## src/rtl/spl_pkg.sv

```systemverilog
package spl_pkg;

    typedef enum logic [1:0] {
        FT_HEAD = 2'b00,
        FT_BODY = 2'b01,
        FT_TAIL = 2'b10,
        FT_ATOM = 2'b11
    } flit_type_e;

    typedef enum logic [1:0] {
        ST_IDLE = 2'd0,
        ST_HEAD = 2'd1,
        ST_DATA = 2'd2
    } comp_state_e;

endpackage

```

## src/rtl/spl_keep_scan.sv

```systemverilog
module spl_keep_scan #(
    parameter int LANES      = 4,
    parameter int DATA_FLITS = 4,
    parameter int IDX_W      = (DATA_FLITS > 1) ? $clog2(DATA_FLITS) : 1
) (
    input  logic [LANES*DATA_FLITS-1:0] used,
    input  logic [IDX_W-1:0]            cur_idx,
    output logic                        any_keep,
    output logic [IDX_W-1:0]            first_idx,
    output logic                        has_next,
    output logic [IDX_W-1:0]            next_idx
);

    logic [DATA_FLITS-1:0] keep;

    // A data flit is kept when any of its lanes is marked used.
    for (genvar j = 0; j < DATA_FLITS; j++) begin : g_keep
        assign keep[j] = |used[j*LANES +: LANES];
    end

    assign any_keep = |keep;

    // Lowest kept index overall, and lowest kept index above cur_idx.
    always_comb begin
        first_idx = '0;
        has_next  = 1'b0;
        next_idx  = '0;
        for (int j = DATA_FLITS - 1; j >= 0; j--) begin
            if (keep[j]) begin
                first_idx = IDX_W'(j);
            end
            if (keep[j] && (j > int'(cur_idx))) begin
                has_next = 1'b1;
                next_idx = IDX_W'(j);
            end
        end
    end

endmodule

```

## src/rtl/spl_lane_repeat.sv

```systemverilog
module spl_lane_repeat #(
    parameter int WORD_W = 32,
    parameter int LANES  = 4,
    localparam int DW    = WORD_W * LANES
) (
    input  logic             clk,
    input  logic             rst_n,
    input  logic             load,
    input  logic [LANES-1:0] sel_fresh,
    input  logic [DW-1:0]    fresh,
    output logic [DW-1:0]    lanes_out
);

    logic [DW-1:0] hold_q;

    // Each lane either passes its fresh word or repeats the held one.
    for (genvar m = 0; m < LANES; m++) begin : g_lane
        assign lanes_out[m*WORD_W +: WORD_W] =
            sel_fresh[m] ? fresh[m*WORD_W +: WORD_W] : hold_q[m*WORD_W +: WORD_W];
    end

    // Remember what actually went onto the wire.
    always_ff @(posedge clk) begin
        if (!rst_n) begin
            hold_q <= '0;
        end else if (load) begin
            hold_q <= lanes_out;
        end
    end

endmodule

```

## src/rtl/spl_packet_composer.sv

```systemverilog
module spl_packet_composer
    import spl_pkg::*;
#(
    parameter int WORD_W     = 32,
    parameter int LANES      = 4,
    parameter int DATA_FLITS = 4,
    parameter int NODE_W     = 8,
    parameter int ADDR_W     = 32,
    localparam int NUM_WORDS  = LANES * DATA_FLITS,
    localparam int FLIT_DW    = LANES * WORD_W,
    localparam int FLIT_W     = FLIT_DW + 3,
    localparam int BLK_W      = NUM_WORDS * WORD_W,
    localparam int IDX_W      = (DATA_FLITS > 1) ? $clog2(DATA_FLITS) : 1,
    localparam int HEAD_BITS  = NUM_WORDS + 2 * NODE_W + ADDR_W,
    localparam int HEAD_LANES = (HEAD_BITS + WORD_W - 1) / WORD_W
) (
    input  logic                 clk,
    input  logic                 rst_n,
    input  logic                 start,
    input  logic [BLK_W-1:0]     blk_data,
    input  logic [NUM_WORDS-1:0] used_vec,
    input  logic [NODE_W-1:0]    src_node,
    input  logic [NODE_W-1:0]    dst_node,
    input  logic [ADDR_W-1:0]    blk_addr,
    input  logic                 vc_in,
    output logic                 idle,
    output logic                 flit_valid,
    output logic [FLIT_W-1:0]    flit_out
);

    comp_state_e            st_q;
    logic [IDX_W-1:0]       idx_q;
    logic [BLK_W-1:0]       blk_q;
    logic [NUM_WORDS-1:0]   used_q;
    logic [NODE_W-1:0]      src_q;
    logic [NODE_W-1:0]      dst_q;
    logic [ADDR_W-1:0]      addr_q;
    logic                   vc_q;

    logic                   any_keep;
    logic [IDX_W-1:0]       first_idx;
    logic                   has_next;
    logic [IDX_W-1:0]       next_idx;

    logic [LANES-1:0]       sel_fresh;
    logic [FLIT_DW-1:0]     fresh;
    logic [FLIT_DW-1:0]     lanes;
    flit_type_e             ftype;
    logic [FLIT_DW-1:0]     head_word;
    logic [LANES-1:0]       head_sel;

    spl_keep_scan #(
        .LANES      (LANES),
        .DATA_FLITS (DATA_FLITS),
        .IDX_W      (IDX_W)
    ) u_scan (
        .used      (used_q),
        .cur_idx   (idx_q),
        .any_keep  (any_keep),
        .first_idx (first_idx),
        .has_next  (has_next),
        .next_idx  (next_idx)
    );

    spl_lane_repeat #(
        .WORD_W (WORD_W),
        .LANES  (LANES)
    ) u_lanes (
        .clk       (clk),
        .rst_n     (rst_n),
        .load      (flit_valid),
        .sel_fresh (sel_fresh),
        .fresh     (fresh),
        .lanes_out (lanes)
    );

    // Head payload packed from bit 0; lanes past it repeat.
    always_comb begin
        head_word = '0;
        head_word[HEAD_BITS-1:0] = {used_q, src_q, dst_q, addr_q};
        head_sel = '0;
        for (int m = 0; m < LANES; m++) begin
            if (m < HEAD_LANES) begin
                head_sel[m] = 1'b1;
            end
        end
    end

    // Block capture: only when idle, so starts during a packet are dropped.
    always_ff @(posedge clk) begin
        if (!rst_n) begin
            blk_q  <= '0;
            used_q <= '0;
            src_q  <= '0;
            dst_q  <= '0;
            addr_q <= '0;
            vc_q   <= 1'b0;
        end else if (st_q == ST_IDLE && start) begin
            blk_q  <= blk_data;
            used_q <= used_vec;
            src_q  <= src_node;
            dst_q  <= dst_node;
            addr_q <= blk_addr;
            vc_q   <= vc_in;
        end
    end

    // State register.
    always_ff @(posedge clk) begin
        if (!rst_n) begin
            st_q  <= ST_IDLE;
            idx_q <= '0;
        end else begin
            unique case (st_q)
                ST_IDLE: begin
                    if (start) begin
                        st_q <= ST_HEAD;
                    end
                end
                ST_HEAD: begin
                    if (any_keep) begin
                        st_q  <= ST_DATA;
                        idx_q <= first_idx;
                    end else begin
                        st_q <= ST_IDLE;
                    end
                end
                ST_DATA: begin
                    if (has_next) begin
                        idx_q <= next_idx;
                    end else begin
                        st_q <= ST_IDLE;
                    end
                end
                default: st_q <= ST_IDLE;
            endcase
        end
    end

    // Outputs.
    always_comb begin
        sel_fresh  = '0;
        fresh      = '0;
        ftype      = FT_HEAD;
        flit_valid = 1'b0;
        idle       = 1'b0;
        unique case (st_q)
            ST_IDLE: begin
                idle = 1'b1;
            end
            ST_HEAD: begin
                flit_valid = 1'b1;
                fresh      = head_word;
                sel_fresh  = head_sel;
                ftype      = any_keep ? FT_HEAD : FT_ATOM;
            end
            ST_DATA: begin
                flit_valid = 1'b1;
                fresh      = blk_q[int'(idx_q) * FLIT_DW +: FLIT_DW];
                sel_fresh  = used_q[int'(idx_q) * LANES +: LANES];
                ftype      = has_next ? FT_BODY : FT_TAIL;
            end
            default: begin
                idle = 1'b0;
            end
        endcase
    end

    assign flit_out = {vc_q, ftype, lanes};

    // a packet always opens with a head or an atomic flit.
    a_r2_opens_with_head: assert property (@(posedge clk) disable iff (!rst_n)
        $rose(flit_valid) |->
            (flit_out[FLIT_DW+1:FLIT_DW] == FT_HEAD || flit_out[FLIT_DW+1:FLIT_DW] == FT_ATOM));

    // a tail ends the packet, and idle follows.
    a_r7_tail_closes: assert property (@(posedge clk) disable iff (!rst_n)
        (flit_valid && flit_out[FLIT_DW+1:FLIT_DW] == FT_TAIL) |=> (!flit_valid && idle));

    // an atomic flit stands alone.
    a_r8_atomic_alone: assert property (@(posedge clk) disable iff (!rst_n)
        (flit_valid && flit_out[FLIT_DW+1:FLIT_DW] == FT_ATOM) |=> !flit_valid);

    // a body flit is always followed by another data flit.
    a_r4_no_gap: assert property (@(posedge clk) disable iff (!rst_n)
        (flit_valid && flit_out[FLIT_DW+1:FLIT_DW] == FT_BODY) |=>
            (flit_valid && (flit_out[FLIT_DW+1:FLIT_DW] == FT_BODY ||
                            flit_out[FLIT_DW+1:FLIT_DW] == FT_TAIL)));

    // a lane not refreshed keeps its value from the previous sent flit.
    for (genvar m = 0; m < LANES; m++) begin : g_chk
        a_r5_lane_repeat: assert property (@(posedge clk) disable iff (!rst_n)
            (flit_valid && !sel_fresh[m] && $past(flit_valid)) |->
                (flit_out[m*WORD_W +: WORD_W] == $past(flit_out[m*WORD_W +: WORD_W])));
    end

endmodule

```

## config.mk

```make
export PLATFORM = sky130hd
export DESIGN_NAME = spl_packet_composer
export DESIGN_NICKNAME = d
export VERILOG_FILES = /design/src/rtl/spl_pkg.sv /design/src/rtl/spl_keep_scan.sv /design/src/rtl/spl_lane_repeat.sv /design/src/rtl/spl_packet_composer.sv
export SDC_FILE = /design/constraint.sdc
export NUM_CORES = 1
export LEC_CHECK = 0
export BUFFER_PORTS_ARGS = -buffer_cell sky130_fd_sc_hd__buf_4
export CORE_MARGIN = 3
export CORE_UTILIZATION = 30
export DETAILED_ROUTE_END_ITERATION = 7
export GPL_ROUTABILITY_DRIVEN = 1
export GPL_TIMING_DRIVEN = 0
export SLEW_MARGIN = 5
export SYNTH_ARGS = -nofsm -noshare
export SYNTH_HDL_FRONTEND = slang
export SYNTH_SLANG_ARGS = --single-unit
```

## constraint.sdc

```tcl
create_clock -name clk -period 3.11 [get_ports clk]
set_clock_uncertainty 0.1 [all_clocks]
set_input_delay 0.4665 -clock clk [delete_from_list [all_inputs] [get_ports clk]]
set_output_delay 0.4665 -clock clk [all_outputs]
set_load 0.01 [all_outputs]
```

# Word-level counts from Yosys, hierarchy flattened
# Index checks and enable logic that the tools add are counted.
# op_classes
n_lt_le_gt_ge	3
n_eq_ne	6
n_shift	2
n_mux	28
n_reduce_logical	14
# ops
op	count
indexed part select 512 x 10 -> 128 bit	1
case mux 128 bit (2 select lines)	1
2-to-1 mux 32 bit	4
2-to-1 mux 2 bit	14
OR reduction 16 bit	1
OR reduction 4 bit	4
indexed part select 16 x 5 -> 4 bit	1
!= test 2 bit (second input constant)	4
case mux 2 bit (2 select lines)	2
case mux 4 bit (2 select lines)	1
case mux 2 bit (3 select lines)	1
2-to-1 mux 1 bit	5
greater-than comparator 2 bit (first input constant)	2
logical AND 1 bit	4
AND reduction 3 bit	1
equality test 2 x 1 -> 1 bit (second input constant)	1
equality test 2 bit (second input constant)	1
greater-than comparator 1 x 2 -> 1 bit (first input constant)	1
zero test 2 bit	1
AND reduction 2 bit	1
nonzero test 2 bit	1
OR reduction 2 bit	1
# word_totals
reg_bits	709
word_cells	62

# Longest topological paths before layout
# Gate-level depths: netlist of the first run.
# logic_depth
ltp_word	7
ltp_mapped	9
ltp_nobuf	7

# Modules after synthesis
# From an unflattened synthesis of the first run, not the netlist that was laid out.
# hier_totals
hier_cells	3603
hier_area_um2	30727.0
# by_module_without_submodules
module	n_inst	cells_per_inst	area_each_um2
spl_packet_composer	1	2861	24200.7
spl_lane_repeat	1	726	6397.4
spl_keep_scan	1	16	128.9

# Worst setup path after synthesis of the first run
# Ideal clock, no wire load.
# synth_timing
path_type	register -> output
from	register idx_q[0]
to	output port flit_out[100]
t_arrival_ps	1883
t_required_ps	2543
setup_slack_ps	660
path_stages_with_launch	6
path_buffers	3
path_cell_list	dfxtp_1 > buf_2 > buf_2 > buf_2 > mux4_2 > mux2_2
# synth_between
elab_chain_cells	3
elab_cells_between_ends	5
# synth_rtl
element	line_no	text
from (decl)	spl_packet_composer.sv:32	logic [IDX_W-1:0] idx_q;
from (signal assigned)	spl_packet_composer.sv:123	idx_q <= first_idx;
from (signal assigned)	spl_packet_composer.sv:130	idx_q <= next_idx;
indexed part select 512 x 10 -> 128 bit or indexed part select 16 x 5 -> 4 bit (tied branches)	spl_packet_composer.sv:159, spl_packet_composer.sv:160	
case mux 128 bit (2 select lines) or case mux 4 bit (2 select lines) (tied branches)	spl_packet_composer.sv:147	unique case (st_q)
2-to-1 mux 32 bit (*)	spl_lane_repeat.sv:19	sel_fresh[m] ? fresh[m*WORD_W +: WORD_W] : hold_q[m*WORD_W +: WORD_W];
to (decl)	spl_packet_composer.sv:28	output logic [FLIT_W-1:0] flit_out
# Every way passes the cells marked *; elsewhere a longest branch is shown, timed or not.

# Final worst setup path of the first run
# layout_timing
from	register idx_q[0]
to	output port flit_out[113]
# The elaborated chain is that of the path after synthesis.

==> impl_metrics.env, run 1 <==
export IMPL_p_per_area_nw_per_um2=548
export IMPL_overflow=0
export IMPL_finish_utilization_pct=49.1
export IMPL_clk_pin_slew_ps=60
export IMPL_finalWorstSetupSlack_ps=-7.07
export IMPL_worstSkewPairLatency_ps=630
export IMPL_async_flop_share_pct=0
export IMPL_power_switching_share_pct=28.8
export IMPL_worstHoldPathType="input pin to flip-flop"
export IMPL_post_drt_wl_per_cell_um=22.7
export IMPL_hold_violations=0
export IMPL_antenna_found_initial=25
export IMPL_syn_to_final_growth_pct=61.7
export IMPL_grt_pass1_wl_um=191000
export IMPL_die_h_um=314
export IMPL_clock_sinks=709
export IMPL_worstSetupStartpoint="idx_q[0]"
export IMPL_reg2reg_slack_ps=250
export IMPL_crit_end="flit_out[113]"
export IMPL_synth_edf_count=0
export IMPL_rows=112
export IMPL_dp_hpwl_um=95100
export IMPL_vias=29500
export IMPL_maxCapViolCount=0
export IMPL_setup_viol=5
export IMPL_critPathMaxFanout=6
export IMPL_ys_ff_latch=709
export IMPL_num_fill_cells=8635
export IMPL_maxSlewHeadroom_pct=37.2
export IMPL_worstReg2RegEnd="addr_q[29]"
export IMPL_portBuffers=711
export IMPL_syn_inst=3281
export IMPL_seqCellArea_um2=14200
export IMPL_ios=713
export IMPL_synth_distinct_cells=36
export IMPL_syn_area_per_cell_um2=8.66
export IMPL_slew_viol_final=0
export IMPL_multi_input_area_um2=14100
export IMPL_ir_drop_mv=0.358
export IMPL_grt_total_usage_pct=26.0
export IMPL_whs_path_depth=3
export IMPL_drc=0
export IMPL_via_per_inst=4.96
export IMPL_die_area_um2=98400
export IMPL_violations="negative setup slack"
export IMPL_synth_top_cell_area_share_pct=50.0
export IMPL_worst_setup_path_type="flip-flop to output pin"
export IMPL_coreArea_um2=93600
export IMPL_internal_power_mw=17.9
export IMPL_synth_flop_cell="dfxtp_1"
export IMPL_grt_max_degree=14
export IMPL_drtAntennaViolNets=0
export IMPL_clock_root_buffer="clkbuf_16"
export IMPL_p_clk_share_pct=38.9
export IMPL_wl_um=135000
export IMPL_post_route_min_period_ps=3120
export IMPL_yosys_warnings=0
export IMPL_hold_ws_ps=48.6
export IMPL_p_sw_mw=7.24
export IMPL_start_util_pct=30.3
export IMPL_r2r_cells=7
export IMPL_synthTopCellsByArea="dfxtp_1 (50%), nand2_1 (16%), mux4_2 (10%)"
export IMPL_p_leak_nw=18.4
export IMPL_endpoint_kind="output pin"
export IMPL_post_route_period_util_pct=100
export IMPL_htree_levels=3
export IMPL_chipWidth_um=314
export IMPL_rsz0062_at_grt="yes"
export IMPL_tightestPinTransition_ps=942
export IMPL_cts_tree="done"
export IMPL_min_from="blk_data[306]"
export IMPL_comb_power_share_pct=20.7
export IMPL_arrival_ps=2550
export IMPL_clockBufferDepth=3
export IMPL_first_pass_iters=7
export IMPL_crit_required_ps=2540
export IMPL_grt_pass1_vias=30000
export IMPL_finalPower_mw=25.2
export IMPL_cts_made_buffers=80
export IMPL_max_freq_mhz=321
export IMPL_r2r_start="st_q[1]"
export IMPL_gp_congestion=0.882
export IMPL_status="finished, violations left"
export IMPL_layout_nets=5218
export IMPL_drive_gt1_share_pct=27.3
export IMPL_syn_area_um2=28400
export IMPL_synth_top_area_cell="dfxtp_1"
export IMPL_ys_seq_area_share_pct=50.0
export IMPL_drt_iter0_markers=2296
export IMPL_p_seq_share_pct=40.4
export IMPL_syn_nets=3864
export IMPL_cp_start_kind="flip-flop"
-- cells in the mapped netlist (3+ instances only) --
library cell / count
and2_1: 130
a22oi_1: 64
o21ai_1: 17
nor2_1: 5
dfxtp_1: 709
mux4_2: 132
nand2_1: 1224
buf_2: 29
clkbuf_1: 211
mux2_2: 64
or4_1: 3
inv_1: 4
ha_1: 3
buf_4: 3
mux2i_1: 3
buf_1: 27
o21ai_0: 50
a21oi_1: 580
-- power by group through the flow --
| stage | clock (mW) | sequential, mW | combinational (mW) |
|---|---|---|---|
| after floorplan | 0 | 10.2 | 2.32 |
| after global placement | 0 | 10.3 | 4.09 |
| after detailed placement | 0 | 10.3 | 4.14 |
| after CTS | 9.93 | 10.2 | 5.03 |
| after global routing | 10.3 | 10.2 | 5.61 |
| final | 9.79 | 10.2 | 5.22 |
-- state kept, by name, indices dropped and copies added (netlist names) --
signal          cells
blk_q             512
dst_q               8
idx_q               2
addr_q             32
vc_q                1
st_q                2
used_q             16
src_q               8
u_lanes.hold_q    128
-- how the worst min path moves through the flow --
stage                            end
after global routing      blk_q[133]
after CTS                 blk_q[133]
after global placement    blk_q[505]
after floorplan           blk_q[256]
final                     blk_q[306]
after detailed placement  blk_q[478]
-- layout make-up --
cell class	instances	share of cell area, %
diodes	18	0.0981
plain buffers	268	3.61
clock buffers	111	5.01
clock inverters	22	0.834
inverters	4	0.0327
multi-input cells	2296	30.8
flip-flops and latches	709	30.9
well taps	1254	3.42
repair buffers	1276	25.3
-- cell families (layout without fill, tap and decap cells) --
| family | after synthesis | after routing | synth area share (%) |
|---|---|---|---|
| and+or+nand+nor | 1373 | 1373 | 19.5 |
| AOI/OAI and AO/OA | 721 | 721 | 13.5 |
| muxes | 199 | 199 | 13.1 |
| buffers and inverters | 276 | 1681 | 3.82 |
| DFF | 709 | 709 | 50.0 |
| adders and majority gates | 3 | 3 | 0.132 |
| other | 0 | 18 | 0 |
-- routing by layer --
metal / vias to the layer above / global-route usage, % / wire, um / share of wire (%)
met5: - / 0 / 50 / 0.037
met2: 1250 / 45.0 / 66300 / 49
met4: 8 / 11.7 / 6000 / 4.4
met1: 14200 / 31.2 / 52900 / 39
met3: 319 / 5.22 / 9850 / 7.3
li1: 13800 / - / - / -
-- placed cells by master, fill, tap and decap left out, drive strengths merged, types with 2 or more instances in the layout --
cell type / instances
nor2: 5
a21oi: 580
clkbuf: 325
a22oi: 64
a211oi: 2
or4: 3
buf: 807
dfxtp: 709
inv: 6
nor4: 2
clkinv: 10
o21a: 2
a31oi: 2
nor3b: 2
clkinvlp: 2
mux2i: 3
bufinv: 8
and2: 130
ha: 3
o21ai: 67
nand2: 1224
nand3: 2
dlygate4sd3: 522
mux4: 132
mux2: 64
diode: 18
nor3: 2
-- through the flow --
step           std cells  TNS (ps)  instance area, um^2  setup WS [ps]
6_report            5958     -14.2                45900          -7.07
2_1_floorplan       3281         0                28400            660
5_1_grt             5950     -6870                45900           -113
3_5_place_dp        5248   -139640                35400           -493
3_3_place_gp        5246   -441510                35300          -1020
4_1_cts             5918     -4470                44600           -107
-- repair_timing --
| item | CTS | global route |
|---|---|---|
| setup buffers | 12 | 17 |
| endpoints found under the setup margin | 352 | 179 |
| hold buffers | 522 | 0 |
| resized for setup | 321 | 263 |
| endpoints found under the hold margin | 522 | 0 |
| gates cloned | 6 | 7 |
| pin swaps | 13 | 26 |
-- worst max-delay path, cell delays in order, from the launching register on --
cell       delay [ps]
dfxtp_4           360
buf_12            120
mux4_2            540
nand3_4           120
buf_12            150
clkbuf_16         160
mux2_4            330
buf_6             130
Note: power is estimated with default switching activity, not from simulation.
==> run 2, diff against run 1 <==
- SYNTH_HIERARCHICAL: unset -> 1
==> impl_metrics.env, run 2 <==
export IMPL_chipWidth_um=326
export IMPL_largest_register_ffs=512
export IMPL_wl_um=156000
export IMPL_worstHoldPathType="input pin to flip-flop"
export IMPL_setup_viol=128
export IMPL_clock_sinks=709
export IMPL_syn_nets=4187
export IMPL_drive_gt1_share_pct=27.1
export IMPL_grt_max_degree=15
export IMPL_place_ws_ps=-1690
export IMPL_syn_area_um2=30700
export IMPL_stdcell_area_um2=47800
export IMPL_worstReg2RegEnd="blk_q[2]"
export IMPL_critPathMaxFanout=7
export IMPL_maxSlewHeadroom_pct=12.7
export IMPL_die_area_um2=106000
export IMPL_ys_seq_area_share_pct=46.2
export IMPL_start_util_pct=30.5
export IMPL_rsz0062_at_grt="yes"
export IMPL_hold_violations=0
export IMPL_clk_pin_slew_ps=60
export IMPL_vias=33200
export IMPL_ys_ff_latch=709
export IMPL_syn_inst=3603
export IMPL_tightestPinTransition_ps=1310
export IMPL_synth_edf_count=0
export IMPL_drtAntennaViolNets=0
export IMPL_finalPower_mw=25.9
export IMPL_reg2reg_slack_ps=150
export IMPL_synth_top_cell_area_share_pct=46.2
export IMPL_grt_pass1_vias=32900
export IMPL_cts_made_buffers=82
export IMPL_cp_start_kind="flip-flop"
export IMPL_via_per_inst=5.15
export IMPL_slew_viol_final=0
export IMPL_synth_distinct_cells=33
export IMPL_synth_top_area_cell="dfxtp_1"
export IMPL_hold_ws_ps=26.7
export IMPL_syn_to_final_growth_pct=55.6
export IMPL_synthTopCellsByArea="dfxtp_1 (46%), nand2_1 (16%), mux4_2 (9.7%)"
export IMPL_synth_most_common_cell="nand2_1"
export IMPL_p_leak_nw=18.9
export IMPL_min_from="blk_data[456]"
export IMPL_layout_nets=5576
export IMPL_violations="negative setup slack"
export IMPL_drc=0
export IMPL_portBuffers=712
export IMPL_stdcell_count=6439
export IMPL_crit_required_ps=2540
export IMPL_worstSkewPairLatency_ps=660
export IMPL_maxCapViolCount=0
export IMPL_arrival_ps=2880
export IMPL_r2r_start="st_q[0]"
export IMPL_clockBufferDepth=3
export IMPL_ir_drop_mv=0.384
export IMPL_place_area_um2=37800
export IMPL_cts_tree="done"
export IMPL_gp_congestion=0.878
export IMPL_finalWorstSetupSlack_ps=-332
export IMPL_post_route_min_period_ps=3440
export IMPL_ios=713
export IMPL_grt_pass1_wl_um=221000
export IMPL_worst_setup_path_type="flip-flop to output pin"
export IMPL_clock_root_buffer="clkbuf_16"
export IMPL_drt_iter0_markers=2666
export IMPL_dp_cells=5673
export IMPL_worstSetupStartpoint="idx_q[0]"
export IMPL_r2r_cells=7
export IMPL_synth_flop_cell="dfxtp_1"
export IMPL_syn_area_per_cell_um2=8.53
export IMPL_die_h_um=326
export IMPL_overflow=0
export IMPL_rows=116
export IMPL_yosys_warnings=6
export IMPL_top_register="blk_q"
export IMPL_crit_end="flit_out[124]"
export IMPL_post_route_period_util_pct=111
export IMPL_layout_commonest_cell="nand2_1"
export IMPL_max_freq_mhz=291
export IMPL_reg_top3="blk_q: 512 flops, u_lanes/hold_q: 128 flops, addr_q: 32 flops"
export IMPL_endpoint_kind="output pin"
export IMPL_fin_setup_tns_ps=-36470
export IMPL_first_pass_iters=6
export IMPL_mostFrequentLayoutCells="nand2_1 (1,289), dfxtp_1 (705), buf_4 (670)"
export IMPL_antenna_found_initial=30
export IMPL_status="finished, violations left"
export IMPL_p_per_area_nw_per_um2=542
export IMPL_grt_total_usage_pct=28.0
export IMPL_async_flop_share_pct=0
export IMPL_yosys_top_cells_count="nand2_1 (1,290), dfxtp_1 (709), a21oi_1 (579), clkbuf_1 (146), mux4_2 (132)"
export IMPL_coreArea_um2=101000
export IMPL_dp_hpwl_um=112000
export IMPL_htree_levels=3
export IMPL_finish_utilization_pct=47.4
export IMPL_post_drt_wl_per_cell_um=24.2
run 2: timing repair:
| action | 4_1_cts | 5_1_grt |
|---|---|---|
| cloned | 3 | 7 |
| gates resized for setup | 216 | 77 |
| hold buffers | 554 | 0 |
| buffers inserted | 18 | 17 |
| endpoints found under the hold margin | 554 | 0 |
| pin swaps | 3 | 5 |
| setup endpoints to repair | 359 | 144 |
run 2: power breakdown:
group          leakage, nW  switching [mW]  internal [mW]  total (mW)
clock network         1.39            4.28           5.96        10.2
registers             5.80           0.428           9.73        10.2
logic                 11.7            3.12           2.40        5.52
run 2: kinds of logic after synthesis:
kind of cell             after synthesis  share of synthesized area (%)
AO/OA/AOI/OAI                        782                           13.9
adder cells (fa/ha/maj)                4                          0.163
multiplexers                         264                           14.5
AND/OR/NAND/NOR                     1508                           20.3
buffers and inverters                336                           5.00
flip-flops                           709                           46.2
run 2: critical path, cell delays in order, from the launching register on:
cell and delay (ps):
dfxtp_4 420, buf_12 150, buf_16 130, buf_4 250, mux4_2 600, nor2b_1 170
mux2_2 310, buf_4 160
run 2: layout make-up:
class	instances	area [um^2]
timing repair buffer	1311	11800
fill	9545	53000
tap	1357	1700
antenna	23	57.6
multi-input combinational	2558	15200
buffer	327	1940
sequential	709	14200
clock buffer	115	2360
clock inverter	36	512
inverter	3	13.8
run 2: worst min-delay path by stage:
stage                            end  slack (ps)  cells past startpoint
after global placement    blk_q[223]         340                      2
after CTS                 blk_q[438]         0.1                      3
final                     blk_q[456]          30                      3
after floorplan           blk_q[256]         330                      2
after detailed placement  blk_q[417]         340                      2
after global routing      blk_q[456]       -0.02                      3
run 2: per-layer routing:
layer / part of all wire (%) / global-route usage, % / wire length, um
met5: 0.036 / 0 / 56
met4: 4.5 / 11.3 / 6980
met3: 7.4 / 5.10 / 11600
met2: 47 / 46.3 / 73100
met1: 41 / 36.0 / 63900
